File: config.mk
export PLATFORM = sky130hd
export DESIGN_NAME = alu16_core
export DESIGN_NICKNAME = d
export VERILOG_FILES = /design/src/rtl/alu16_pkg.sv /design/src/rtl/alu16_shifter.sv /design/src/rtl/alu16_divider.sv /design/src/rtl/alu16_core.sv
export SDC_FILE = /design/constraint.sdc
export NUM_CORES = 1
export LEC_CHECK = 0
export ABC_AREA = 1
export BUFFER_PORTS_ARGS = -buffer_cell sky130_fd_sc_hd__buf_2
export CAP_MARGIN = 20
export CORE_MARGIN = 4
export CORE_UTILIZATION = 47
export DETAILED_ROUTE_END_ITERATION = 10
export HOLD_SLACK_MARGIN = 0.03
export PLACE_DENSITY_LB_ADDON = 0.15
export SLEW_MARGIN = 20
export SYNTH_ARGS = -nofsm -noshare
export SYNTH_HDL_FRONTEND = slang
export SYNTH_SLANG_ARGS = --single-unit
File: constraint.sdc
create_clock -name clk -period 52.7 [get_ports clk]
set_input_delay 10.54 -clock clk [delete_from_list [all_inputs] [get_ports clk]]
set_output_delay 10.54 -clock clk [all_outputs]
set_load 0.005 [all_outputs]
File: src/rtl/alu16_pkg.sv
package alu16_pkg;
  localparam int unsigned SEL_W = 3;

  typedef enum logic [SEL_W-1:0] {
    FN_ADD = 3'b000,
    FN_SUB = 3'b001,
    FN_MUL = 3'b010,
    FN_DIV = 3'b011,
    FN_SHL = 3'b100,
    FN_SHR = 3'b101,
    FN_NOR = 3'b110,
    FN_SLT = 3'b111
  } alu_fn_e;
endpackage

File: src/rtl/alu16_shifter.sv
// Logarithmic logical shifter; zero fill in both directions.
module alu16_shifter #(
  parameter int unsigned W = 16,
  localparam int unsigned SW = $clog2(W)
) (
  input  logic [W-1:0]  val_i,
  input  logic [SW-1:0] amt_i,
  input  logic          right_i,
  output logic [W-1:0]  res_o
);
  logic [W-1:0] stage [0:SW];

  assign stage[0] = val_i;

  for (genvar k = 0; k < SW; k++) begin : g_stage
    logic [W-1:0] moved;
    assign moved = right_i ? (stage[k] >> (2**k)) : (stage[k] << (2**k));
    assign stage[k+1] = amt_i[k] ? moved : stage[k];
  end

  assign res_o = stage[SW];
endmodule

File: src/rtl/alu16_divider.sv
// Signed combinational divider: magnitudes through an unrolled restoring array.
module alu16_divider #(
  parameter int unsigned W = 16
) (
  input  logic [W-1:0] num_i,
  input  logic [W-1:0] den_i,
  output logic [W-1:0] quo_o,
  output logic         zero_o
);
  logic [W-1:0] mag_n, mag_d, mag_q;
  logic         neg_q;

  assign mag_n  = num_i[W-1] ? (~num_i + 1'b1) : num_i;
  assign mag_d  = den_i[W-1] ? (~den_i + 1'b1) : den_i;
  assign neg_q  = num_i[W-1] ^ den_i[W-1];
  assign zero_o = (den_i == '0);

  // partial remainder entering each row; row index counts down from the MSB
  logic [W-1:0] rem [0:W];
  assign rem[W] = '0;

  for (genvar j = W - 1; j >= 0; j--) begin : g_row
    logic [W:0] trial;
    logic       fits;
    logic [W:0] diff;
    assign trial     = {rem[j+1], mag_n[j]};
    assign fits      = (trial >= {1'b0, mag_d});
    assign diff      = trial - {1'b0, mag_d};
    assign mag_q[j]  = fits;
    assign rem[j]    = fits ? diff[W-1:0] : trial[W-1:0];
  end

  assign quo_o = neg_q ? (~mag_q + 1'b1) : mag_q;
endmodule

File: src/rtl/alu16_core.sv
module alu16_core
  import alu16_pkg::*;
#(
  parameter int unsigned W = 16,
  localparam int unsigned SW = $clog2(W)
) (
  input  logic             clk,
  input  logic             rst,
  input  logic [SEL_W-1:0] op_i,
  input  logic [W-1:0]     a_i,
  input  logic [W-1:0]     b_i,
  output logic [W-1:0]     result_o,
  output logic             div_zero_o
);
  alu_fn_e      fn;
  logic [W-1:0] sum, dif, prod, quo, shl, shr, nor_v, slt_v;
  logic         den_zero;
  logic [W-1:0] res_d;
  logic         dz_d;

  assign fn = alu_fn_e'(op_i);

  assign sum   = a_i + b_i;
  assign dif   = a_i - b_i;
  assign prod  = a_i * b_i;
  assign nor_v = ~(a_i | b_i);
  assign slt_v = {{(W-1){1'b0}}, ($signed(a_i) < $signed(b_i))};

  alu16_divider #(.W(W)) u_div (
    .num_i  (a_i),
    .den_i  (b_i),
    .quo_o  (quo),
    .zero_o (den_zero)
  );

  alu16_shifter #(.W(W)) u_shl (
    .val_i   (a_i),
    .amt_i   (b_i[SW-1:0]),
    .right_i (1'b0),
    .res_o   (shl)
  );

  alu16_shifter #(.W(W)) u_shr (
    .val_i   (a_i),
    .amt_i   (b_i[SW-1:0]),
    .right_i (1'b1),
    .res_o   (shr)
  );

  always_comb begin
    dz_d = 1'b0;
    unique case (fn)
      FN_ADD: res_d = sum;
      FN_SUB: res_d = dif;
      FN_MUL: res_d = prod;
      FN_DIV: begin
        dz_d  = den_zero;
        res_d = den_zero ? '0 : quo;
      end
      FN_SHL: res_d = shl;
      FN_SHR: res_d = shr;
      FN_NOR: res_d = nor_v;
      FN_SLT: res_d = slt_v;
      default: res_d = '0;
    endcase
  end

  always_ff @(posedge clk) begin
    if (rst) begin
      result_o   <= '0;
      div_zero_o <= 1'b0;
    end else begin
      result_o   <= res_d;
      div_zero_o <= dz_d;
    end
  end
endmodule

==> flow_summary.ini, run 1 <==
[status]
status = completed

[floorplanning]
start_util_pct = 48.04
num_rows = 77
io_pins = 54
coreArea_mm2 = 0.04461
die_y_um = 221.5
die_w_um = 221.5
dieArea_mm2 = 0.04907

[cells_and_area]
final_common_cell = nand2_1
layout_common_cells = nand2_1 (734), inv_1 (524), ha_1 (306)
nNetsFinal = 4195
area.growth.synth_to_final_pct = 23.18
drive_gt1_share_pct = 20.86

[logic_synthesis]
synth_seq_area_share_pct = 1.588
synth_area_per_cell_um2 = 6.240
synth_edf_count = 0
synthesis.area_mm2 = 0.02143
ys.flop_type = dfxtp_1
ys_warn_count = 0
synth_async_sr_flop_share_pct = 0
synth_cell_types = 67
syn_nets = 3908
yosys_register_bits = 17
syn_inst = 3434

[clock_network]
clock_sinks = 17
cts_tree = yes
cts-root-buf = clkbuf_16
ctsHoldBuffers = 0
h-tree-depth = 1
clkTransAtPathRegs_ns = 0.07
cts_made_buffers = 3
clk_path_buf_depth = 2

[sta]
fin_setup_tns_ns = 0
slew_viol_final = 0
slew_headroom_pct = 29.60
tightest_slew_ns = 1.029
rsz0062_at_grt = yes
finalHoldViolCount = 0
setup_violations = 0
fin_crit_sh_pct = 97.33
post-route-min-period_ns = 51.29
clock.fmax_mhz = 19.50

[place]
gp_congestion = 1.006
io_buffers = 53
dp_hpwl_um = 62970

[drt]
drt-initial-drc-count = 1655
drt_wl_total_um = 82820
via_per_inst = 5.668
drtAntennaViolNets = 0
post-route-drc-count = 0
route.detailed.wl_per_inst_um = 19.20
dr.pass1.iters = 8
vias = 24450

[flow_run]
maxCapViolCount = 0

[grt]
antenna_found_initial = 1
grt_pass1_wl_um = 121900
grt_overflow_total = 0
track_usage_pct = 30.31
grt_max_degree = 39
grt_pass1_vias = 22570

[worst_hold_path]
min_from = rst
holdPathStages = 2
hold_end = result_o[4]$_SDFF_PP0_
hold_class = in2reg

[worst_setup_path]
worstSetupEndpointType = register
path_common_cell = a21oi_1
cp_max_fo = 8
start_kind = input pin
cp.arrival_ns = 51.46
crit_required_ns = 52.87
slowest_delay_ns = 0.39
slowest_stage = or3_1
path_class = in2reg
## routing by layer
metal	track usage, %	vias to the layer above	part of all wire, %
met2	52.60	865	47
met5	0	-	0
li1	-	11860	-
met4	8.623	0	4.0
met3	2.979	210	6.1
met1	40.21	11520	43
## worst max-delay path: cells and delay by family
family | cells | cell delay, ns
fa+ha+maj | 17 | 4.87
simple gates | 98 | 11.59
buf+inv | 38 | 4.16
xor+xnor | 1 | 0.16
compound gates | 142 | 19.96
## flip-flops by register name, indices dropped and copies added, names as in the netlist
name        flops
div_zero_o      1
result_o       16
## final cells by class
cell class,instances,area [µm²]
clock buffer,3,75.07
sequential,17,340.3
clock inverter,1,7.507
multi-input combinational,2749,20120
timing repair inverter,6,45.04
inverter,571,2215
antenna,1,2.502
fill,4250,18210
timing repair buffer,373,2846
tap,592,740.7
## worst max-delay path by stage
stage	depth (start not counted)	to	slack, ns	start
floorplan	324	result_o[14]$_SDFF_PP0_	0.02	a_i[2]
global placement	288	result_o[14]$_SDFF_PP0_	-0.32	a_i[2]
detailed placement	296	result_o[14]$_SDFF_PP0_	-2.05	a_i[2]
CTS	305	result_o[14]$_SDFF_PP0_	0.06	a_i[2]
global route	301	result_o[14]$_SDFF_PP0_	-1.60	a_i[0]
finish	296	result_o[14]$_SDFF_PP0_	1.41	a_i[0]
## synthesized netlist by cell type (all sizes together), types with 2 or more instances
| cell type | n | area share [%] |
|---|---|---|
| nand2 | 815 | 15 |
| inv | 566 | 9.9 |
| ha | 341 | 20 |
| o21ai | 302 | 7.2 |
| a21oi | 268 | 6.3 |
| nor2 | 222 | 4.4 |
| xor2 | 168 | 6.9 |
| nand3 | 152 | 4.3 |
| fa | 96 | 9.0 |
| xnor2 | 82 | 3.4 |
| clkbuf | 63 | 1.1 |
| o21bai | 57 | 2.0 |
| nor3 | 50 | 1.2 |
| nand4 | 38 | 1.2 |
| buf | 34 | 1.0 |
| o211ai | 25 | 0.88 |
| dfxtp | 17 | 1.6 |
| a221o | 11 | 0.51 |
| a221oi | 10 | 0.41 |
| nor4 | 10 | 0.29 |
| or2 | 10 | 0.29 |
| nor3b | 9 | 0.32 |
| a31oi | 8 | 0.23 |
| a2111oi | 7 | 0.29 |
| o22ai | 7 | 0.20 |
| o31ai | 7 | 0.25 |
| a211oi | 6 | 0.21 |
| a21boi | 6 | 0.21 |
| o21a | 6 | 0.21 |
| clkinv | 5 | 0.088 |
| a21o | 4 | 0.14 |
| o2111ai | 4 | 0.16 |
| or3 | 4 | 0.12 |
| a31o | 3 | 0.12 |
| and2 | 3 | 0.088 |
| nand3b | 3 | 0.11 |
| o311ai | 3 | 0.12 |
| a22oi | 2 | 0.070 |
| mux2i | 2 | 0.093 |
| o221ai | 2 | 0.082 |
## cells by family after synthesis
| logic type | after synthesis | share of synthesized area [%] |
|---|---|---|
| flops | 17 | 1.588 |
| buf+inv | 668 | 12.10 |
| compound gates | 743 | 19.85 |
| mux | 2 | 0.09343 |
| simple gates | 1317 | 27.26 |
| xor+xnor | 250 | 10.22 |
| fa+ha+maj | 437 | 28.88 |
## timing repair
action	CTS	global route
setup endpoints to repair	16	16
pin swaps	2	256
cloned	2	7
setup buffers	4	140
resized for setup	23	450
## metrics by stage
step	area [µm²]	utilization (%)	hold slack (ns)	setup WS, ns	cells
final	26400	59.17	10.66	1.408	4313
after floorplan	21440	-	10.72	0.01524	3434
after detailed placement	23310	52.25	10.92	-2.047	4155
after global placement	23310	52.25	10.92	-0.3155	4155
after CTS	23490	52.67	10.64	0.06317	4165
after global routing	26400	59.17	10.66	-1.599	4313
Power of run 1 is left out: the tool's default activity adds up to more than one toggle a clock period on the data nets, which glitch-free logic cannot reach.
==> inputs of run 2 (changes only) <==
--- a/config.mk
+++ b/config.mk
@@ -6,7 +6,7 @@
 export NUM_CORES = 1
 export LEC_CHECK = 0
 export ABC_AREA = 1
-export BUFFER_PORTS_ARGS = -buffer_cell sky130_fd_sc_hd__buf_2
+export BUFFER_PORTS_ARGS = -buffer_cell sky130_fd_sc_hd__buf_4
 export CAP_MARGIN = 20
 export CORE_MARGIN = 4
 export CORE_UTILIZATION = 47
==> flow_summary.ini, run 2 (synthesis gave the netlist of run 1 again) <==
[worst_setup_path]
path_class = in2reg
cp.arrival_ns = 51.35
slowest_delay_ns = 0.36
slowest_stage = a221o_1
cp_max_fo = 8
worstSetupEndpointType = register
path_common_cell = o21bai_1
start_kind = input pin
startpoint = a_i[0]
crit_required_ns = 52.92

[drt]
dr.pass1.iters = 6
via_per_inst = 5.648
drt_wl_total_um = 82990
vias = 24410
route.detailed.wl_per_inst_um = 19.21
post-route-drc-count = 0
drt-initial-drc-count = 1783
drtAntennaViolNets = 0

[worst_hold_path]
min_from = rst
hold_class = in2reg

[cells_and_area]
drive_gt1_share_pct = 21.56
area.growth.synth_to_final_pct = 24.66
reg_top3 = result_o (16), div_zero_o (1)
layout_common_cells = nand2_1 (731), inv_1 (520), buf_4 (351)
final_common_cell = nand2_1
antennaDiodeCount = 0
nNetsFinal = 4204
post-route-cell-area_mm2 = 0.02671
fin_util_pct = 59.88
largest_reg_flops = 16
top_register = result_o

[grt]
track_usage_pct = 30.62
grt_max_degree = 45
antenna_found_initial = 0
grt_pass1_vias = 22850
grt_pass1_wl_um = 123000
grt_overflow_total = 0

[floorplanning]
io_pins = 54
coreArea_mm2 = 0.04461
num_rows = 77
dieArea_mm2 = 0.04907
die_w_um = 221.5
die_y_um = 221.5
start_util_pct = 48.04

[sta]
rsz0062_at_grt = yes
clock.fmax_mhz = 19.56
fin_ws_ns = 1.571
fin_crit_sh_pct = 97.02
post-route-min-period_ns = 51.13
setup_violations = 0
tightest_slew_ns = 0.8355
slew_viol_final = 0
finalHoldViolCount = 0
slew_headroom_pct = 42.86

[place]
place_ws_ns = -1.740
dp_hpwl_um = 63030
io_buffers = 53
gp_congestion = 1.013
placed_area_mm2 = 0.02337

[clock_network]
clk_path_buf_depth = 2
clock_sinks = 17
cts_tree = yes
h-tree-depth = 1
cts_made_buffers = 3
clkTransAtPathRegs_ns = 0.07
ctsHoldBuffers = 0
cts-root-buf = clkbuf_16

[status]
status = completed

[flow_run]
maxCapViolCount = 0
## run 2: layer usage
layer  vias to the layer above  share of wire [%]  global-route usage, %
li1                      11860                  -                      -
met1                     11460                 44                  41.15
met2                       877                 46                  50.88
met3                       206                6.4                  3.667
met4                         0                4.4                  10.94
met5                         -                  0                      0
## run 2: path summary, 6_finish.rpt
kind	cells past startpoint	slack, ns	end
max	302	1.57	result_o[14]$_SDFF_PP0_
min	2	10.56	result_o[4]$_SDFF_PP0_
## run 2: critical path, delay by kind of cell
kind            cells  cell delay, ns
xor+xnor            1            0.16
fa+ha+maj          17            4.62
simple gates       94           10.62
compound gates    141           19.99
buf+inv            49            5.37
## run 2: area by class of cell
cell class,instances,area (µm²)
well taps,592,740.7
flip-flops and latches,17,340.3
clock buffers,3,75.07
repair buffers,381,3073
inverters,571,2217
multi-input cells,2750,20210
repair inverters,6,43.79
fillers,4211,17890
clock inverters,1,7.507
## run 2: metrics by stage
step                cells  TNS, ns  hold WS, ns
finish               4321        0        10.56
global route         4321   -15.64        10.57
CTS                  4151        0        10.55
detailed placement   4144   -17.21        10.85
global placement     4144  -0.1423        10.84
floorplan            3434        0        10.72
## run 2: what timing repair did
action / 4_1_cts / 5_1_grt
resized for setup: 21 / 477
endpoints found under the setup margin: 16 / 16
pin swaps: 0 / 285
setup buffers: 1 / 161
cloned: 2 / 10
hold endpoints to repair: 0 / 0
Power of run 2 is left out for the same reason.
